<file path="config.mk">
export PLATFORM = sky130hd
export DESIGN_NAME = clkgen_frac_div
export DESIGN_NICKNAME = d
export VERILOG_FILES = /design/src/rtl/clkgen_pkg.sv /design/src/rtl/clkgen_regs.sv /design/src/rtl/clkgen_src_sel.sv /design/src/rtl/clkgen_phase_acc.sv /design/src/rtl/clkgen_frac_div.sv
export SDC_FILE = /design/constraint.sdc
export NUM_CORES = 1
export LEC_CHECK = 0
export BUFFER_PORTS_ARGS = -buffer_cell sky130_fd_sc_hd__buf_4
export CORE_MARGIN = 2
export CORE_UTILIZATION = 51
export DETAILED_ROUTE_END_ITERATION = 7
export GPL_ROUTABILITY_DRIVEN = 1
export GPL_TIMING_DRIVEN = 0
export PLACE_DENSITY = 0.75
export SLEW_MARGIN = 20
export SYNTH_ARGS = -nofsm -noshare
export SYNTH_HDL_FRONTEND = slang
export SYNTH_SLANG_ARGS = --single-unit
export TNS_END_PERCENT = 10
</file>
<file path="constraint.sdc">
create_clock -name clk -period 3.8 [get_ports clk]
set_input_delay 0.38 -clock clk [delete_from_list [all_inputs] [get_ports clk]]
set_output_delay 0.38 -clock clk [all_outputs]
set_load 0.03 [all_outputs]
</file>
<file path="src/rtl/clkgen_pkg.sv">
package clkgen_pkg;
  localparam int SRC_W        = 4;
  localparam int DATA_W       = 32;
  localparam int DIV_STORE_W  = 24;
  localparam int FRAC_TOP     = 12;  // fraction field ends just below this bit
  localparam int CTL_EN_BIT   = 4;
  localparam int CTL_BUSY_BIT = 7;

  typedef enum logic {
    SEL_CTL = 1'b0,
    SEL_DIV = 1'b1
  } reg_sel_e;
endpackage

</file>
<file path="src/rtl/clkgen_regs.sv">
module clkgen_regs
  import clkgen_pkg::*;
(
  input  logic                   clk,
  input  logic                   rst,
  input  logic                   wr_en,
  input  logic                   wr_addr,
  input  logic [DATA_W-1:0]      wr_data,
  input  logic                   rd_addr,
  output logic [DATA_W-1:0]      rd_data,
  output logic [SRC_W-1:0]       src_q,
  output logic                   en_q,
  output logic [DIV_STORE_W-1:0] div_q
);
  logic [DATA_W-1:0] ctl_view;
  logic              unused_wr_bits;

  assign unused_wr_bits = ^wr_data[DATA_W-1:DIV_STORE_W];

  always_ff @(posedge clk) begin
    if (rst) begin
      src_q <= '0;
      en_q  <= 1'b0;
      div_q <= '0;
    end else if (wr_en) begin
      if (reg_sel_e'(wr_addr) == SEL_DIV) begin
        div_q <= wr_data[DIV_STORE_W-1:0];
      end else begin
        src_q <= wr_data[SRC_W-1:0];
        en_q  <= wr_data[CTL_EN_BIT];
      end
    end
  end

  always_comb begin
    ctl_view               = '0;
    ctl_view[SRC_W-1:0]    = src_q;
    ctl_view[CTL_EN_BIT]   = en_q;
    ctl_view[CTL_BUSY_BIT] = en_q;
  end

  always_ff @(posedge clk) begin
    if (rst) begin
      rd_data <= '0;
    end else if (reg_sel_e'(rd_addr) == SEL_DIV) begin
      rd_data <= {{(DATA_W-DIV_STORE_W){1'b0}}, div_q};
    end else begin
      rd_data <= ctl_view;
    end
  end
endmodule

</file>
<file path="src/rtl/clkgen_src_sel.sv">
module clkgen_src_sel
  import clkgen_pkg::*;
#(
  parameter int NUM_SRC = 16
) (
  input  logic [NUM_SRC-1:0] src_en,
  input  logic [SRC_W-1:0]   src_q,
  output logic               sel_pulse
);
  localparam int SPAN = 1 << SRC_W;
  logic [SPAN-1:0] gated;

  genvar gi;
  generate
    for (gi = 0; gi < SPAN; gi++) begin : g_src
      if (gi == 0 || gi >= NUM_SRC) begin : g_gnd
        assign gated[gi] = 1'b0;
      end else begin : g_live
        assign gated[gi] = src_en[gi];
      end
    end
  endgenerate

  logic unused_src0;
  assign unused_src0 = src_en[0];
  assign sel_pulse   = gated[src_q];
endmodule

</file>
<file path="src/rtl/clkgen_phase_acc.sv">
module clkgen_phase_acc
  import clkgen_pkg::*;
#(
  parameter int INT_W  = 4,
  parameter int FRAC_W = 4
) (
  input  logic                   clk,
  input  logic                   rst,
  input  logic                   enable,
  input  logic [DIV_STORE_W-1:0] div_word,
  input  logic                   pulse_in,
  output logic                   tick_out
);
  localparam int TOT = INT_W + FRAC_W;
  localparam int DW  = (TOT == 0) ? 1 : TOT;
  localparam int AW  = DW + 1;
  localparam int LO  = FRAC_TOP - FRAC_W;

  logic unused_div_bits;
  assign unused_div_bits = ^div_word;

  generate
    if (TOT == 0) begin : g_pass
      always_ff @(posedge clk) begin
        if (rst) tick_out <= 1'b0;
        else     tick_out <= enable & pulse_in;
      end

      a_r10_passthrough: assert property (@(posedge clk) disable iff (rst)
        (enable && pulse_in) |=> tick_out);
    end else begin : g_acc
      localparam logic [AW-1:0] ONE = AW'(1) << FRAC_W;
      logic [DW-1:0] divisor;
      logic [AW-1:0] dv_ext, acc, sum;
      logic          sub_unit;

      assign divisor  = div_word[LO +: DW];
      assign dv_ext   = {1'b0, divisor};
      assign sum      = acc + ONE;
      assign sub_unit = dv_ext < ONE;

      always_ff @(posedge clk) begin
        if (rst || !enable || divisor == '0) begin
          acc      <= '0;
          tick_out <= 1'b0;
        end else if (sub_unit) begin
          acc      <= '0;
          tick_out <= pulse_in;
        end else if (pulse_in) begin
          if (sum >= dv_ext) begin
            acc      <= sum - dv_ext;
            tick_out <= 1'b1;
          end else begin
            acc      <= sum;
            tick_out <= 1'b0;
          end
        end else begin
          tick_out <= 1'b0;
        end
      end

      a_r7_zero_div_stops: assert property (@(posedge clk) disable iff (rst)
        (divisor == '0) |=> !tick_out);
      a_r8_sub_unit_saturates: assert property (@(posedge clk) disable iff (rst)
        (enable && divisor != '0 && sub_unit && pulse_in) |=> tick_out);
      a_r6_tick_spacing: assert property (@(posedge clk) disable iff (rst)
        (tick_out && $stable(divisor) && dv_ext >= (ONE << 1)) |=> !tick_out);
    end
  endgenerate

  a_r9_tick_needs_pulse: assert property (@(posedge clk) disable iff (rst)
    tick_out |-> $past(pulse_in && enable));
endmodule

</file>
<file path="src/rtl/clkgen_frac_div.sv">
module clkgen_frac_div
  import clkgen_pkg::*;
#(
  parameter int NUM_SRC = 16,
  parameter int INT_W   = 4,
  parameter int FRAC_W  = 4
) (
  input  logic               clk,
  input  logic               rst,
  input  logic               wr_en,
  input  logic               wr_addr,
  input  logic [31:0]        wr_data,
  input  logic               rd_addr,
  output logic [31:0]        rd_data,
  input  logic [NUM_SRC-1:0] src_en,
  output logic               busy,
  output logic               tick_out
);
  logic [SRC_W-1:0]       src_q;
  logic                   en_q;
  logic [DIV_STORE_W-1:0] div_q;
  logic                   sel_pulse;

  clkgen_regs u_regs (
    .clk(clk), .rst(rst), .wr_en(wr_en), .wr_addr(wr_addr),
    .wr_data(wr_data), .rd_addr(rd_addr), .rd_data(rd_data),
    .src_q(src_q), .en_q(en_q), .div_q(div_q)
  );

  clkgen_src_sel #(.NUM_SRC(NUM_SRC)) u_sel (
    .src_en(src_en), .src_q(src_q), .sel_pulse(sel_pulse)
  );

  clkgen_phase_acc #(.INT_W(INT_W), .FRAC_W(FRAC_W)) u_acc (
    .clk(clk), .rst(rst), .enable(en_q), .div_word(div_q),
    .pulse_in(sel_pulse), .tick_out(tick_out)
  );

  assign busy = en_q;

  a_r4_off_when_disabled: assert property (@(posedge clk) disable iff (rst)
    !busy |=> !tick_out);
  a_r3_ground_silent: assert property (@(posedge clk) disable iff (rst)
    (src_q == '0) |=> !tick_out);
endmodule

</file>
After elaboration in Yosys (flattened, before gate mapping)
Cells that the tools add are included.
{"block": "totals", "ff_bits": 71, "in_bits": 53, "out_inout_bits": 34}
{"block": "classes", "add_sub_neg": 2, "magnitude_cmp": 3, "mux": 7, "bitwise": 2, "n_reduce_logical": 8}
{"cell": "9-bit by 5-bit adder with 9-bit output (second input constant)", "count": 1}
{"cell": "9-bit by 8-bit >= comparator with 1-bit output", "count": 1}
{"cell": "9-bit two-way mux", "count": 1}
{"cell": "9-bit by 8-bit subtractor with 9-bit output", "count": 1}
{"cell": "8-bit logical NOT", "count": 1}
{"cell": "8-bit by 5-bit < comparator with 1-bit output (second input constant)", "count": 1}
{"cell": "8-bit two-way mux", "count": 1}
{"cell": "4-bit by 5-bit < comparator with 1-bit output (second input constant)", "count": 1}
{"cell": "1-bit binary-select mux with 4-bit select", "count": 1}
{"cell": "1-bit two-way mux", "count": 4}
{"cell": "2-bit AND reduction", "count": 2}
{"cell": "2-bit OR reduction", "count": 2}
{"cell": "1-bit logical OR", "count": 2}
{"cell": "1-bit NOT", "count": 2}
{"cell": "1-bit logical NOT", "count": 1}

Depth between registers and ports, before layout
{"block": "logic_depth", "word_depth": 5, "ltp_mapped": 10}

Modules after synthesis
Synthesis repeated with hierarchy kept, for this count alone.
{"block": "unflattened", "hier_cells": 322, "hier_area_um2": 3095.5}
{"mod": "clkgen_regs", "n_inst": 1, "cells_per_inst": 194, "area_each_um2": 2042.0, "seq_area_each_um2": 1061.0}
{"mod": "clkgen_phase_acc", "n_inst": 1, "cells_per_inst": 118, "area_each_um2": 913.4, "seq_area_each_um2": 200.2}
{"mod": "clkgen_src_sel", "n_inst": 1, "cells_per_inst": 10, "area_each_um2": 140.1, "seq_area_each_um2": 0.0}

Worst setup path before layout
OpenSTA, ideal clock, no wires.
{"block": "synth_timing", "kind": "reg2reg", "start": "register u_acc.g_acc.acc[4]", "end": "register u_acc.g_acc.acc[6]", "setup_ps": 117, "t_arrival_ps": 2179, "required_ps": 3683, "setup_slack_ps": 1504, "stages_incl_launch_ff": 10, "synth_period_minus_slack_ps": 2296, "path_cell_list": "dfxtp_1 > ha_1 > xor2_1 > ha_1 > and4_1 > nand4_1 > nand4_4 > or2_1 > a31o_1 > a32o_1"}
{"block": "synth_via", "elab_chain_len": 3}
{"item": "start, declared", "line_no": "clkgen_phase_acc.sv:34", "rtl": "logic [AW-1:0] dv_ext, acc, sum;"}
{"item": "start signal, assigned", "line_no": "clkgen_phase_acc.sv:51", "rtl": "acc <= sum - dv_ext;"}
{"item": "start signal, assigned", "line_no": "clkgen_phase_acc.sv:54", "rtl": "acc <= sum;"}
{"item": "9-bit by 5-bit adder with 9-bit output (*)", "line_no": "clkgen_phase_acc.sv:39", "rtl": "assign sum = acc + ONE;"}
{"item": "9-bit by 8-bit subtractor with 9-bit output / 9-bit by 8-bit >= comparator with 1-bit output (equally long branches)", "line_no": "clkgen_phase_acc.sv:51, clkgen_phase_acc.sv:50"}
{"item": "9-bit two-way mux (*)", "line_no": "clkgen_phase_acc.sv:50", "rtl": "if (sum >= dv_ext) begin"}
Mark *: on every way between the ends. The rest lies on a longest branch, timed or not.
A chain may end at the register's enable or synchronous reset.

Final worst setup path
Ends and elaborated chain as after synthesis.

==> run summary <==
====================================================================================
Required @ worst endpoint                                                    4010 ps
Layout overhead on the synthesized area                                        28.8%
Number of setup violations in the final report                                     0
Number of buffer and inverter instances along the worst setup path                 0
Final wirelength                                                             6.16 mm
Top library cells by usage in the layout, fill and taps aside           sky130_fd_sc_hd__buf_4 (76), sky130_fd_sc_hd__dfxtp_1 (63), sky130_fd_sc_hd__nand2_1 (57)
Slowest cell on crit path                                               sky130_fd_sc_hd__dfxtp_1
Result of the run                                                       complete, no violations
Sum Neg Setup Slack                                                             0 ps
Maximum vdd drop                                                              244 uV
Post-placement setup slack                                                   1230 ps
Slew headroom                                                                  30.1%
Share of the clock period used by the worst path after layout                  68.1%
Worst reg2reg setup slack                                                    1210 ps
Number of post-CTS setup repair buffers                                            0
CTS tree                                                                       built
Post-CTS Resized                                                                   0
Design area                                                                 3690 um2
Total power                                                                  1470 uW
Die extent in y                                                              78.9 um
Logic depth of the worst register-to-register path                                 9
Antenna violations before repair                                                   0
Delay contributed by the slowest stage of the critical path                   370 ps
Fraction of registers with async set/reset                                        0%
Hold Path Class                                                               in2reg
Critical register-to-register path endpoint                             u_acc.g_acc.acc[6]$_SDFFE_PP0P_
Internal cell power                                                          1110 uW
Number of warnings reported in the yosys synthesis log                             0
Data arrival time of the worst path                                          2800 ps
Slew @ Worst Pin                                                             1050 ps
Post-Synth Adder-Cell Area                                                     4.63%
Worst Setup End Kind                                                       flip-flop
Hold endpoint                                                           u_regs.src_q[0]$_SDFFE_PP0P_
Clock tree sinks                                                                  63
Count of maximum capacitance violations                                            0
Clock buffer count from CTS                                                        9
Switching part of the total power                                              24.3%
Final antenna-violating net count                                                  0
Number of enable flip-flop cells after synthesis                                   0
Synthesized instance count                                                       316
Placed wire-length estimate                                                  4.75 mm
Final worst hold slack                                                        302 ps
Flop and latch count out of synthesis                                             63
Most instantiated flip-flop cell in the synthesis netlist               sky130_fd_sc_hd__dfxtp_1
Cells along the critical path                                           ha_1 -> xor2_1 -> ha_1 -> and4_1 -> nand4_1 -> nand4_4 -> or2_1 -> a31o_1 -> a32o_1
Worst-path clk slew                                                            70 ps
Unrepaired setup endpoints after global routing                                   no
Antenna diode count                                                                0
Max Slew Vio Count                                                                 0
Switching power                                                               356 uW
Sequential element share of the synthesized area                               44.1%
Number of port buffers                                                            68
Synthesized-area fraction occupied by and/or/nand/nor cells                    22.9%
Dominant combinational cell family by area after synthesis              simple AND/OR/NAND/NOR gates
WS Path Type                                                                 reg2reg
Share of power burned in the clock network                                     38.5%
Post-synthesis mux area share                                                  6.03%
Area of the die                                                             6230 um2
Routed vias                                                                    2,461
Logic pwr share                                                                14.2%
Register share of total power                                                  47.3%
Largest clock skew in the final design                                       7.98 ps
Most common cell after layout, fill and taps aside                      sky130_fd_sc_hd__buf_4
Global-route total usage across every layer                                    20.8%
Fraction of the mapped netlist area in compound gates                          14.5%
Mean Syn Cell Area                                                          9.06 um2
Ratio of cells with drive above 1 in the final layout                          26.4%
Width of the chip                                                            78.9 um
Crit Reg-Reg Startpoint                                                 u_acc.g_acc.acc[4]$_SDFFE_PP0P_
Global placement routability congestion                                        0.872
Top cell by count, worst path                                           sky130_fd_sc_hd__ha_1
Family with the most delay on the worst path                            simple AND/OR/NAND/NOR gates
Worst hold start                                                          wr_data[0]
Initial core utilization                                                       52.3%
Standard cell core area                                                     5470 um2
Power density relative to cell area                                       398 nW/um2
Via count of the first global-routing pass                                     2,262
Number of detailed-route iterations in the first pass                              4
Achievable clock frequency                                                   386 MHz
Wire length of the first global-routing pass                                 10.2 mm
Starting DRT DRC Count                                                           105
DR DRC count                                                                       0
Lkg Pwr                                                                   0.00157 uW
Post-detailed-route wirelength per cell                                      12.9 um
Root buffer cell                                                        sky130_fd_sc_hd__clkbuf_8
Cell row count                                                                    27
Final setup margin                                                           1210 ps
Post-synthesis cell type count                                                    58
Via density per instance                                                        5.15
Latest clock arrival within the worst-skew pair                               320 ps
Element type at the critical path start                                    flip-flop
Number of buffers inserted by hold repair at cts                                   0
Number of cells traversed by the worst hold path                                   3
Remaining global-route overflow                                                    0
Top Ports                                                                         87
H-Tree Level Count                                                                 3
Placed Instance Area                                                        3490 um2
CTS max path bufs                                                                  2
Time the worst path needs with I/O delays and setup                          2590 ps
Parity-gate share of the synthesized area counting xor and xnor cells          1.79%
Endpoints failing hold                                                             0
Highest net fanout along the worst path                                            9
Final-stage net count                                                            465
Pin count of the biggest net entering global routing                              11
Netlist area before placement                                               2860 um2
====================================================================================
-- cell type report --
type                            instances  area [um2]
Buffer                                 22         128
Clock buffer                           12         155
Clock inverter                          3        42.5
Fill cell                             472        1790
Inverter                               11        41.3
Multi-Input combinational cell        227        1460
Sequential cell                        63        1260
Tap cell                               72        90.1
Timing Repair Buffer                   68         510
-- power by group through the flow --
stage / Combinational, uW / Sequential (uW) / Clock (uW)
2_1_floorplan: 127 / 716 / 0
3_3_place_gp: 205 / 707 / 0
3_5_place_dp: 208 / 708 / 0
4_1_cts: 209 / 693 / 578
5_1_grt: 229 / 695 / 606
6_report: 209 / 693 / 564
-- logic make-up after synthesis --
group           after synthesis
xor+xnor                      5
buf+inv                      33
other cells                   1
flops                        63
mux                          13
compound gates               62
simple gates                129
fa+ha+maj                    10
-- layer usage --
metal  share of wire [%]  global-route usage (%)  vias to the layer above
met5                   0                       0                        -
met4                 1.6                    8.79                        0
met3                 7.0                    4.43                        9
met2                  47                    35.0                       79
met1                  44                    25.8                     1132
li1                    -                       -                     1241
-- through the flow --
step	cells	util (%)
6_report	478	67.4
5_1_grt	478	67.4
4_1_cts	478	67.4
3_5_place_dp	463	63.7
3_3_place_gp	463	63.7
2_1_floorplan	323	-
-- synthesized netlist by cell type (3+ instances only) --
master | number | area (um2)
sky130_fd_sc_hd__buf_4 | 8 | 60.1
sky130_fd_sc_hd__clkbuf_1 | 9 | 33.8
sky130_fd_sc_hd__mux2i_1 | 9 | 90.1
sky130_fd_sc_hd__nor4_1 | 3 | 18.8
sky130_fd_sc_hd__nand3_1 | 11 | 55.1
sky130_fd_sc_hd__and2_1 | 21 | 131
sky130_fd_sc_hd__ha_1 | 9 | 113
sky130_fd_sc_hd__a21oi_1 | 32 | 160
sky130_fd_sc_hd__o31ai_1 | 4 | 30.0
sky130_fd_sc_hd__inv_1 | 11 | 41.3
sky130_fd_sc_hd__dfxtp_1 | 63 | 1260
sky130_fd_sc_hd__nor2b_1 | 4 | 25.0
sky130_fd_sc_hd__o21ai_0 | 4 | 20.0
sky130_fd_sc_hd__buf_1 | 3 | 11.3
sky130_fd_sc_hd__nor2_1 | 13 | 48.8
sky130_fd_sc_hd__nand2_1 | 57 | 214
-- tightest hold or removal path, stage by stage --
cell and delay (ps):
sky130_fd_sc_hd__buf_4 90, sky130_fd_sc_hd__mux2i_1 60, sky130_fd_sc_hd__nor2_1 70
-- registers in the layout, summed over array words and instances, names as in the netlist --
| name | flops |
|---|---|
| u_acc.g_acc.acc | 9 |
| u_acc.tick_out | 1 |
| u_regs.div_q | 24 |
| u_regs.en_q | 1 |
| u_regs.rd_data | 24 |
| u_regs.src_q | 4 |
-- how the worst max path moves through the flow --
stage / cells past startpoint / start / slack (ps) / to
floorplan: 9 / u_acc.g_acc.acc[4]$_SDFFE_PP0P_ / 1500 / u_acc.g_acc.acc[6]$_SDFFE_PP0P_
global placement: 9 / u_acc.g_acc.acc[4]$_SDFFE_PP0P_ / 1270 / u_acc.g_acc.acc[6]$_SDFFE_PP0P_
detailed placement: 9 / u_acc.g_acc.acc[4]$_SDFFE_PP0P_ / 1230 / u_acc.g_acc.acc[6]$_SDFFE_PP0P_
CTS: 9 / u_acc.g_acc.acc[4]$_SDFFE_PP0P_ / 1210 / u_acc.g_acc.acc[6]$_SDFFE_PP0P_
global route: 9 / u_acc.g_acc.acc[4]$_SDFFE_PP0P_ / 1040 / u_acc.g_acc.acc[6]$_SDFFE_PP0P_
finish: 9 / u_acc.g_acc.acc[4]$_SDFFE_PP0P_ / 1210 / u_acc.g_acc.acc[6]$_SDFFE_PP0P_
Power figures use the tool's default switching activity.
